### src/rtl/wdt_pkg.sv
// Package wdt_pkg
// Field layout of the watchdog configuration byte and the countdown width.
// Assumes an 8-bit configuration byte; the multiplier and resolution widths
// below fix the largest countdown the counter must hold.
package wdt_pkg;
    localparam int MULT_W = 5;
    localparam int RES_W  = 2;
    // largest shift is 2*(2^RES_W - 1)
    localparam int MAX_SHIFT = 2 * ((1 << RES_W) - 1);
    localparam int CNT_W  = MULT_W + MAX_SHIFT;

    typedef struct packed {
        logic              steer;   // 1: timeout to reset, 0: to interrupt
        logic [RES_W-1:0]  res;     // resolution code
        logic [MULT_W-1:0] mult;    // multiplier, 0 disables
    } wdt_cfg_t;

    // Countdown length in base ticks: mult * 4^res
    function automatic logic [CNT_W-1:0] load_ticks(input wdt_cfg_t c);
        logic [CNT_W-1:0] m;
        m = {{(CNT_W-MULT_W){1'b0}}, c.mult};
        return m << {c.res, 1'b0};
    endfunction
endpackage

### src/rtl/wdt_wdi_edge.sv
// Module wdt_wdi_edge
// Synchronizes the asynchronous service pin through SYNC_STAGES flops and
// flags a one-cycle pulse on either edge of the synchronized level.
// Assumes SYNC_STAGES >= 1; the pin reads low during reset.
module wdt_wdi_edge #(
    parameter int SYNC_STAGES = 2
) (
    input  logic clk,
    input  logic rst_n,
    input  logic wdi_i,
    output logic edge_o
);
    logic [SYNC_STAGES-1:0] sync_q;
    logic                   last_q;

    // first synchronizer stage samples the pin
    always_ff @(posedge clk) begin
        if (!rst_n) sync_q[0] <= 1'b0;
        else        sync_q[0] <= wdi_i;
    end

    // remaining stages
    for (genvar s = 1; s < SYNC_STAGES; s++) begin : g_sync
        always_ff @(posedge clk) begin
            if (!rst_n) sync_q[s] <= 1'b0;
            else        sync_q[s] <= sync_q[s-1];
        end
    end

    // previous synchronized level for edge detection
    always_ff @(posedge clk) begin
        if (!rst_n) last_q <= 1'b0;
        else        last_q <= sync_q[SYNC_STAGES-1];
    end

    assign edge_o = sync_q[SYNC_STAGES-1] ^ last_q;
endmodule

### src/rtl/wdt_cfg_reg.sv
// Module wdt_cfg_reg
// Holds the configuration byte: loaded by a write to CFG_ADDR, cleared when
// the watchdog expires. A write in the expiry cycle wins over the clear.
// Assumes the write port is single-cycle with no read-back.
module wdt_cfg_reg
    import wdt_pkg::*;
#(
    parameter int ADDR_W   = 4,
    parameter int CFG_ADDR = 7
) (
    input  logic              clk,
    input  logic              rst_n,
    input  logic              wr_en_i,
    input  logic [ADDR_W-1:0] wr_addr_i,
    input  logic [7:0]        wr_data_i,
    input  logic              expire_i,
    output logic              wr_hit_o,
    output wdt_cfg_t          cfg_o,
    output wdt_cfg_t          next_cfg_o
);
    wdt_cfg_t cfg_q;

    assign wr_hit_o   = wr_en_i && (wr_addr_i == ADDR_W'(CFG_ADDR));
    assign next_cfg_o = wr_hit_o ? wdt_cfg_t'(wr_data_i) : cfg_q;
    assign cfg_o      = cfg_q;

    // configuration storage: write first, then clear on expiry
    always_ff @(posedge clk) begin
        if (!rst_n)        cfg_q <= '0;
        else if (wr_hit_o) cfg_q <= wdt_cfg_t'(wr_data_i);
        else if (expire_i) cfg_q <= '0;
    end

    // expiry without a competing write leaves the watchdog disarmed
    p_clear_after_expire_r7: assert property (@(posedge clk) disable iff (!rst_n)
        (expire_i && !wr_hit_o) |=> (cfg_q.mult == '0));
endmodule

### src/rtl/wdt_countdown.sv
// Module wdt_countdown
// Tick counter. A reload copies load_val (zero means idle); each tick
// decrements a nonzero count and the tick that takes it from one to zero
// is the expiry. A reload in the same cycle overrides the tick.
module wdt_countdown
    import wdt_pkg::*;
(
    input  logic             clk,
    input  logic             rst_n,
    input  logic             tick_i,
    input  logic             reload_i,
    input  logic [CNT_W-1:0] load_val_i,
    output logic             expire_o
);
    localparam logic [CNT_W-1:0] MAX_LOAD =
        CNT_W'(((1 << MULT_W) - 1)) << MAX_SHIFT;

    logic [CNT_W-1:0] cnt_q;

    assign expire_o = tick_i && !reload_i && (cnt_q == CNT_W'(1));

    // count register: reload has priority over ticking
    always_ff @(posedge clk) begin
        if (!rst_n)                       cnt_q <= '0;
        else if (reload_i)                cnt_q <= load_val_i;
        else if (tick_i && cnt_q != '0)   cnt_q <= cnt_q - CNT_W'(1);
    end

    // the count never exceeds the largest programmable timeout
    p_cnt_bound_r2: assert property (@(posedge clk) disable iff (!rst_n)
        cnt_q <= MAX_LOAD);
endmodule

### src/rtl/wdt_out_stage.sv
// Module wdt_out_stage
// Timeout consequences: sticky flag, held interrupt or fixed-length reset
// pulse, and the interrupt/frequency-test output mux.
// Assumes steer_i is the configuration in force in the expiry cycle.
module wdt_out_stage #(
    parameter int RST_CYCLES = 8
) (
    input  logic clk,
    input  logic rst_n,
    input  logic expire_i,
    input  logic steer_i,
    input  logic flags_rd_i,
    input  logic ft_en_i,
    input  logic ft_wave_i,
    output logic wdt_flag_o,
    output logic irq_ft_o,
    output logic rst_pulse_o
);
    localparam int RC_W = $clog2(RST_CYCLES + 1);

    logic            flag_q;
    logic            irq_q;
    logic [RC_W-1:0] rst_cnt_q;

    // sticky flag: set wins over read-clear
    always_ff @(posedge clk) begin
        if (!rst_n)          flag_q <= 1'b0;
        else if (expire_i)   flag_q <= 1'b1;
        else if (flags_rd_i) flag_q <= 1'b0;
    end

    // held interrupt for timeouts steered away from reset
    always_ff @(posedge clk) begin
        if (!rst_n)                    irq_q <= 1'b0;
        else if (expire_i && !steer_i) irq_q <= 1'b1;
        else if (flags_rd_i)           irq_q <= 1'b0;
    end

    // reset pulse length counter
    always_ff @(posedge clk) begin
        if (!rst_n)                   rst_cnt_q <= '0;
        else if (expire_i && steer_i) rst_cnt_q <= RC_W'(RST_CYCLES);
        else if (rst_cnt_q != '0)     rst_cnt_q <= rst_cnt_q - RC_W'(1);
    end

    assign wdt_flag_o  = flag_q;
    assign rst_pulse_o = (rst_cnt_q != '0);
    assign irq_ft_o    = irq_q | (ft_en_i & ft_wave_i);

    // a timeout always leaves the flag set
    p_flag_set_r6: assert property (@(posedge clk) disable iff (!rst_n)
        expire_i |=> wdt_flag_o);
    // reset-steered timeout starts the pulse
    p_rst_on_expire_r8: assert property (@(posedge clk) disable iff (!rst_n)
        (expire_i && steer_i) |=> rst_pulse_o);
    // interrupt held until acknowledged
    p_irq_hold_r9: assert property (@(posedge clk) disable iff (!rst_n)
        (irq_q && !flags_rd_i) |=> irq_q);
    // pending interrupt dominates the test wave at the pin
    p_irq_over_ft_r10: assert property (@(posedge clk) disable iff (!rst_n)
        (expire_i && !steer_i) |=> irq_ft_o);
endmodule

### src/rtl/wdt_supervisor.sv
// Module wdt_supervisor
// Top of the supervisory watchdog: service-pin edge detection, configuration
// register, tick countdown and output stage. tick_i is a prescaled time base
// supplied from outside; one cycle high per tick.
module wdt_supervisor
    import wdt_pkg::*;
#(
    parameter int ADDR_W      = 4,
    parameter int CFG_ADDR    = 7,
    parameter int RST_CYCLES  = 8,
    parameter int SYNC_STAGES = 2
) (
    input  logic              clk,
    input  logic              rst_n,
    input  logic              tick_i,
    input  logic              wdi_i,
    input  logic              wr_en_i,
    input  logic [ADDR_W-1:0] wr_addr_i,
    input  logic [7:0]        wr_data_i,
    input  logic              flags_rd_i,
    input  logic              ft_en_i,
    input  logic              ft_wave_i,
    output logic              wdt_flag_o,
    output logic              irq_ft_o,
    output logic              rst_pulse_o
);
    logic             wdi_edge;
    logic             wr_hit;
    logic             expire;
    logic             reload;
    wdt_cfg_t         cfg;
    wdt_cfg_t         next_cfg;
    logic [CNT_W-1:0] load_val;

    wdt_wdi_edge #(.SYNC_STAGES(SYNC_STAGES)) edge_i (
        .clk(clk), .rst_n(rst_n), .wdi_i(wdi_i), .edge_o(wdi_edge)
    );

    wdt_cfg_reg #(.ADDR_W(ADDR_W), .CFG_ADDR(CFG_ADDR)) cfg_i (
        .clk(clk), .rst_n(rst_n),
        .wr_en_i(wr_en_i), .wr_addr_i(wr_addr_i), .wr_data_i(wr_data_i),
        .expire_i(expire), .wr_hit_o(wr_hit),
        .cfg_o(cfg), .next_cfg_o(next_cfg)
    );

    assign reload   = wr_hit | wdi_edge;
    assign load_val = load_ticks(next_cfg);

    wdt_countdown cnt_i (
        .clk(clk), .rst_n(rst_n), .tick_i(tick_i),
        .reload_i(reload), .load_val_i(load_val), .expire_o(expire)
    );

    wdt_out_stage #(.RST_CYCLES(RST_CYCLES)) out_i (
        .clk(clk), .rst_n(rst_n), .expire_i(expire), .steer_i(cfg.steer),
        .flags_rd_i(flags_rd_i), .ft_en_i(ft_en_i), .ft_wave_i(ft_wave_i),
        .wdt_flag_o(wdt_flag_o), .irq_ft_o(irq_ft_o), .rst_pulse_o(rst_pulse_o)
    );

    // a timeout can only come from an armed configuration
    p_no_expire_idle_r3: assert property (@(posedge clk) disable iff (!rst_n)
        expire |-> (cfg.mult != '0));
endmodule

### config.mk
export PLATFORM = sky130hd
export DESIGN_NAME = wdt_supervisor
export DESIGN_NICKNAME = d
export VERILOG_FILES = /design/src/rtl/wdt_pkg.sv /design/src/rtl/wdt_wdi_edge.sv /design/src/rtl/wdt_cfg_reg.sv /design/src/rtl/wdt_countdown.sv /design/src/rtl/wdt_out_stage.sv /design/src/rtl/wdt_supervisor.sv
export SDC_FILE = /design/constraint.sdc
export NUM_CORES = 1
export LEC_CHECK = 0
export BUFFER_PORTS_ARGS = -buffer_cell sky130_fd_sc_hd__buf_4
export CAP_MARGIN = 25
export CORE_UTILIZATION = 61
export CTS_CLUSTER_DIAMETER = 150
export DETAILED_ROUTE_END_ITERATION = 7
export GPL_ROUTABILITY_DRIVEN = 0
export PLACE_DENSITY = 0.84
export SLEW_MARGIN = 10
export SYNTH_ARGS = -nofsm -noshare
export SYNTH_HDL_FRONTEND = slang
export SYNTH_SLANG_ARGS = --single-unit
### constraint.sdc
create_clock -name clk -period 4.05 [get_ports clk]
set_input_delay 1.0125 -clock clk [delete_from_list [all_inputs] [get_ports clk]]
set_output_delay 1.0125 -clock clk [all_outputs]
set_load 0.02 [all_outputs]
==> qor.yml <==
place:
  port_buffers: 22
  postPlaceCellArea_um2: 1830
  dp_slack_ns: 1.28
  hpwl_um: 2960
  dp_cells: 252
finish:
  nets: 251
  diodes: 0
  layoutNonFillerInstCount: 256
  fin_area_um2: 1870
  area_growth_pct: 11.0
  layout_commonest_cell: "nand2_1"
  layout-drive-gt1-share_pct: 14.6
  most-common-layout-cells: "30 x nand2_1, 28 x dfxtp_1, 22 x buf_4"
logic_synthesis:
  synth-edff-count: 0
  syn_area_um2: 1680
  async_flop_share_pct: 0
  yosys_warnings: 0
  synth_nets: 236
  avgSynthCellArea_um2: 7.93
  ys_ff_latch: 28
  synth_cell_types: 48
  ys_seq_area_share_pct: 33.3
  synth_cells: 212
  synth_top_flop_cell: "dfxtp_1"
cts:
  cts_hold_buffers: 0
  clock_sinks: 28
  postCtsSetupBuffers: 0
  numCtsBuffers: 3
  clk_pin_slew_ns: 0.14
  cts-root-buf: "clkbuf_4"
  cts_resized: 0
  insertion_delay_ns: 0.34
  htree_levels: 1
  cts_tree: "built"
  clk_path_buf_depth: 2
worst_hold_path:
  min_path_type: "reg -> reg"
grt:
  grt_usage_pct: 29.7
  antenna_found_initial: 0
  grt_pass1_wl_um: 6330
  overflow: 0
  grt_max_degree: 21
  first_global_vias: 1450
route:
  wire_per_inst_um: 15.5
  vias: 1661
  ant_nets: 0
  drc_errors: 0
  wirelength_um: 3970
  drt_first_pass_iters: 5
  viasPerCell: 6.49
  dr.first_iter.drc_count: 87
timing:
  hold_viol_final: 0
  finalCriticalPeriod_ns: 2.44
  drv_slew: 0
  worst_pin_slew_ns: 0.701
  finalSetupViolCount: 0
  layout_setup_ws_ns: 1.61
  rsz0062_at_grt: "no"
  max-slew-margin-rel_pct: 52.8
  layout_worst_path_cycle_share_pct: 60.3
  fin_tns_setup_ns: 0
  fmax_mhz: 410
  clock_skew_ns: 0.00406
setup_path:
  cp.arrival_ns: 1.43
  crit_fanout: 1
  cp_common_cell: "buf_4"
  start_kind: "primary input"
  crit_chain: "buf_4 -> a21o_1 -> buf_4"
  cpMaxStageDelayCell: "a21o_1"
  cp-end-kind: "output port"
  cpPeakStageDelay_ns: 0.16
  crit_type: "in -> out"
  cp.required_ns: 3.04
pwr:
  ir_drop_mv: 0.389
  leakagePower_nw: 0.731
  p_per_area_nw_per_um2: 473
run:
  drv_cap: 0
floorplan:
  rows: 18
  die_y_um: 54.5
  core_um2: 2540
  io_pins: 23
  die_x_um: 54.5
  start_util_pct: 66.1
  die-area_um2: 2970
run_status:
  status: "completed"
==> metrics by stage <==
| step | power [mW] | utilization [%] | hold slack (ns) |
|---|---|---|---|
| floorplan | 0.651 | - | 0.412 |
| global placement | 0.722 | 71.9 | 0.430 |
| detailed placement | 0.743 | 71.9 | 0.437 |
| CTS | 0.881 | 73.4 | 0.471 |
| global route | 0.945 | 73.4 | 0.491 |
| finish | 0.884 | 73.4 | 0.465 |
==> worst max-delay path: cells and delay by family <==
| family | cells | cell delay, ns |
|---|---|---|
| AO/OA/AOI/OAI | 1 | 0.16 |
| buffers and inverters | 2 | 0.26 |
==> cell families after synthesis <==
logic type,count (synthesis),share of synthesized area (%)
flops,28,33.3
buf+inv,18,4.54
simple gates,93,28.1
compound gates,52,21.1
mux,11,6.77
xor+xnor,6,3.12
fa+ha+maj,4,2.98
==> power breakdown <==
part           leakage (nW)  internal, mW  switching (mW)  total [mW]
Clock                0.0210        0.0552          0.0832       0.138
Sequential            0.229         0.320          0.0507       0.371
Combinational         0.481         0.178           0.196       0.374
Total                 0.731         0.554           0.330       0.884
==> synthesized netlist by cell type (3+ instances only) <==
library cell / count / share of area (%)
nand2_1: 30 / 6.7
dfxtp_1: 28 / 33
a21oi_1: 16 / 4.8
nor2_1: 14 / 3.1
nand3_1: 10 / 3.0
clkbuf_1: 9 / 2.0
mux2i_1: 8 / 4.8
nor3_1: 7 / 2.1
inv_1: 6 / 1.3
o21ai_0: 6 / 1.8
a31oi_1: 4 / 1.5
and2_1: 4 / 1.5
ha_1: 4 / 3.0
nand2b_1: 4 / 1.5
nand4_1: 4 / 1.5
o211ai_1: 4 / 1.8
xnor2_1: 4 / 2.1
a21boi_0: 3 / 1.3
mux2_2: 3 / 2.0
nand3b_1: 3 / 1.3
nor2b_1: 3 / 1.1
o211a_1: 3 / 1.8
o221a_1: 3 / 2.0
o22ai_1: 3 / 1.1
or3_1: 3 / 1.1
==> flip-flops by register name (all words and copies together), names as in the netlist <==
| name | cells |
|---|---|
| out_i.irq_q | 1 |
| cnt_i.cnt_q | 11 |
| edge_i.sync_q | 2 |
| out_i.rst_cnt_q | 4 |
| edge_i.last_q | 1 |
| cfg_i.cfg_o | 8 |
| out_i.wdt_flag_o | 1 |
==> final timing paths <==
| kind | from | to | slack, ns | cells after the start |
|---|---|---|---|---|
| setup / recovery | ft_en_i | irq_ft_o | 1.61 | 3 |
| hold / removal | edge_i.sync_q[0] | edge_i.sync_q[1] | 0.46 | 1 |
| setup reg to reg | cnt_i.cnt_q[0] | cnt_i.cnt_q[0] | 1.87 | 7 |
| hold reg to reg | edge_i.sync_q[0] | edge_i.sync_q[1] | 0.46 | 1 |
==> area by class of cell <==
type	count	area (um2)
multi-input cells	166	1040
fillers	208	678
flip-flops and latches	28	561
repair buffers	22	165
well taps	30	37.5
clock buffers	4	36.3
inverters	6	22.5
==> metal layers <==
metal | vias to the layer above | share of wire, % | wire [um] | GRT usage [%]
met5 | - | 0 | 0 | 0
met4 | 0 | 2.2 | 89 | 12.0
met3 | 11 | 6.8 | 269 | 5.83
met2 | 68 | 48 | 1890 | 48.4
met1 | 785 | 43 | 1720 | 38.0
li1 | 797 | - | - | -
Note: power is estimated with default switching activity, not from simulation.
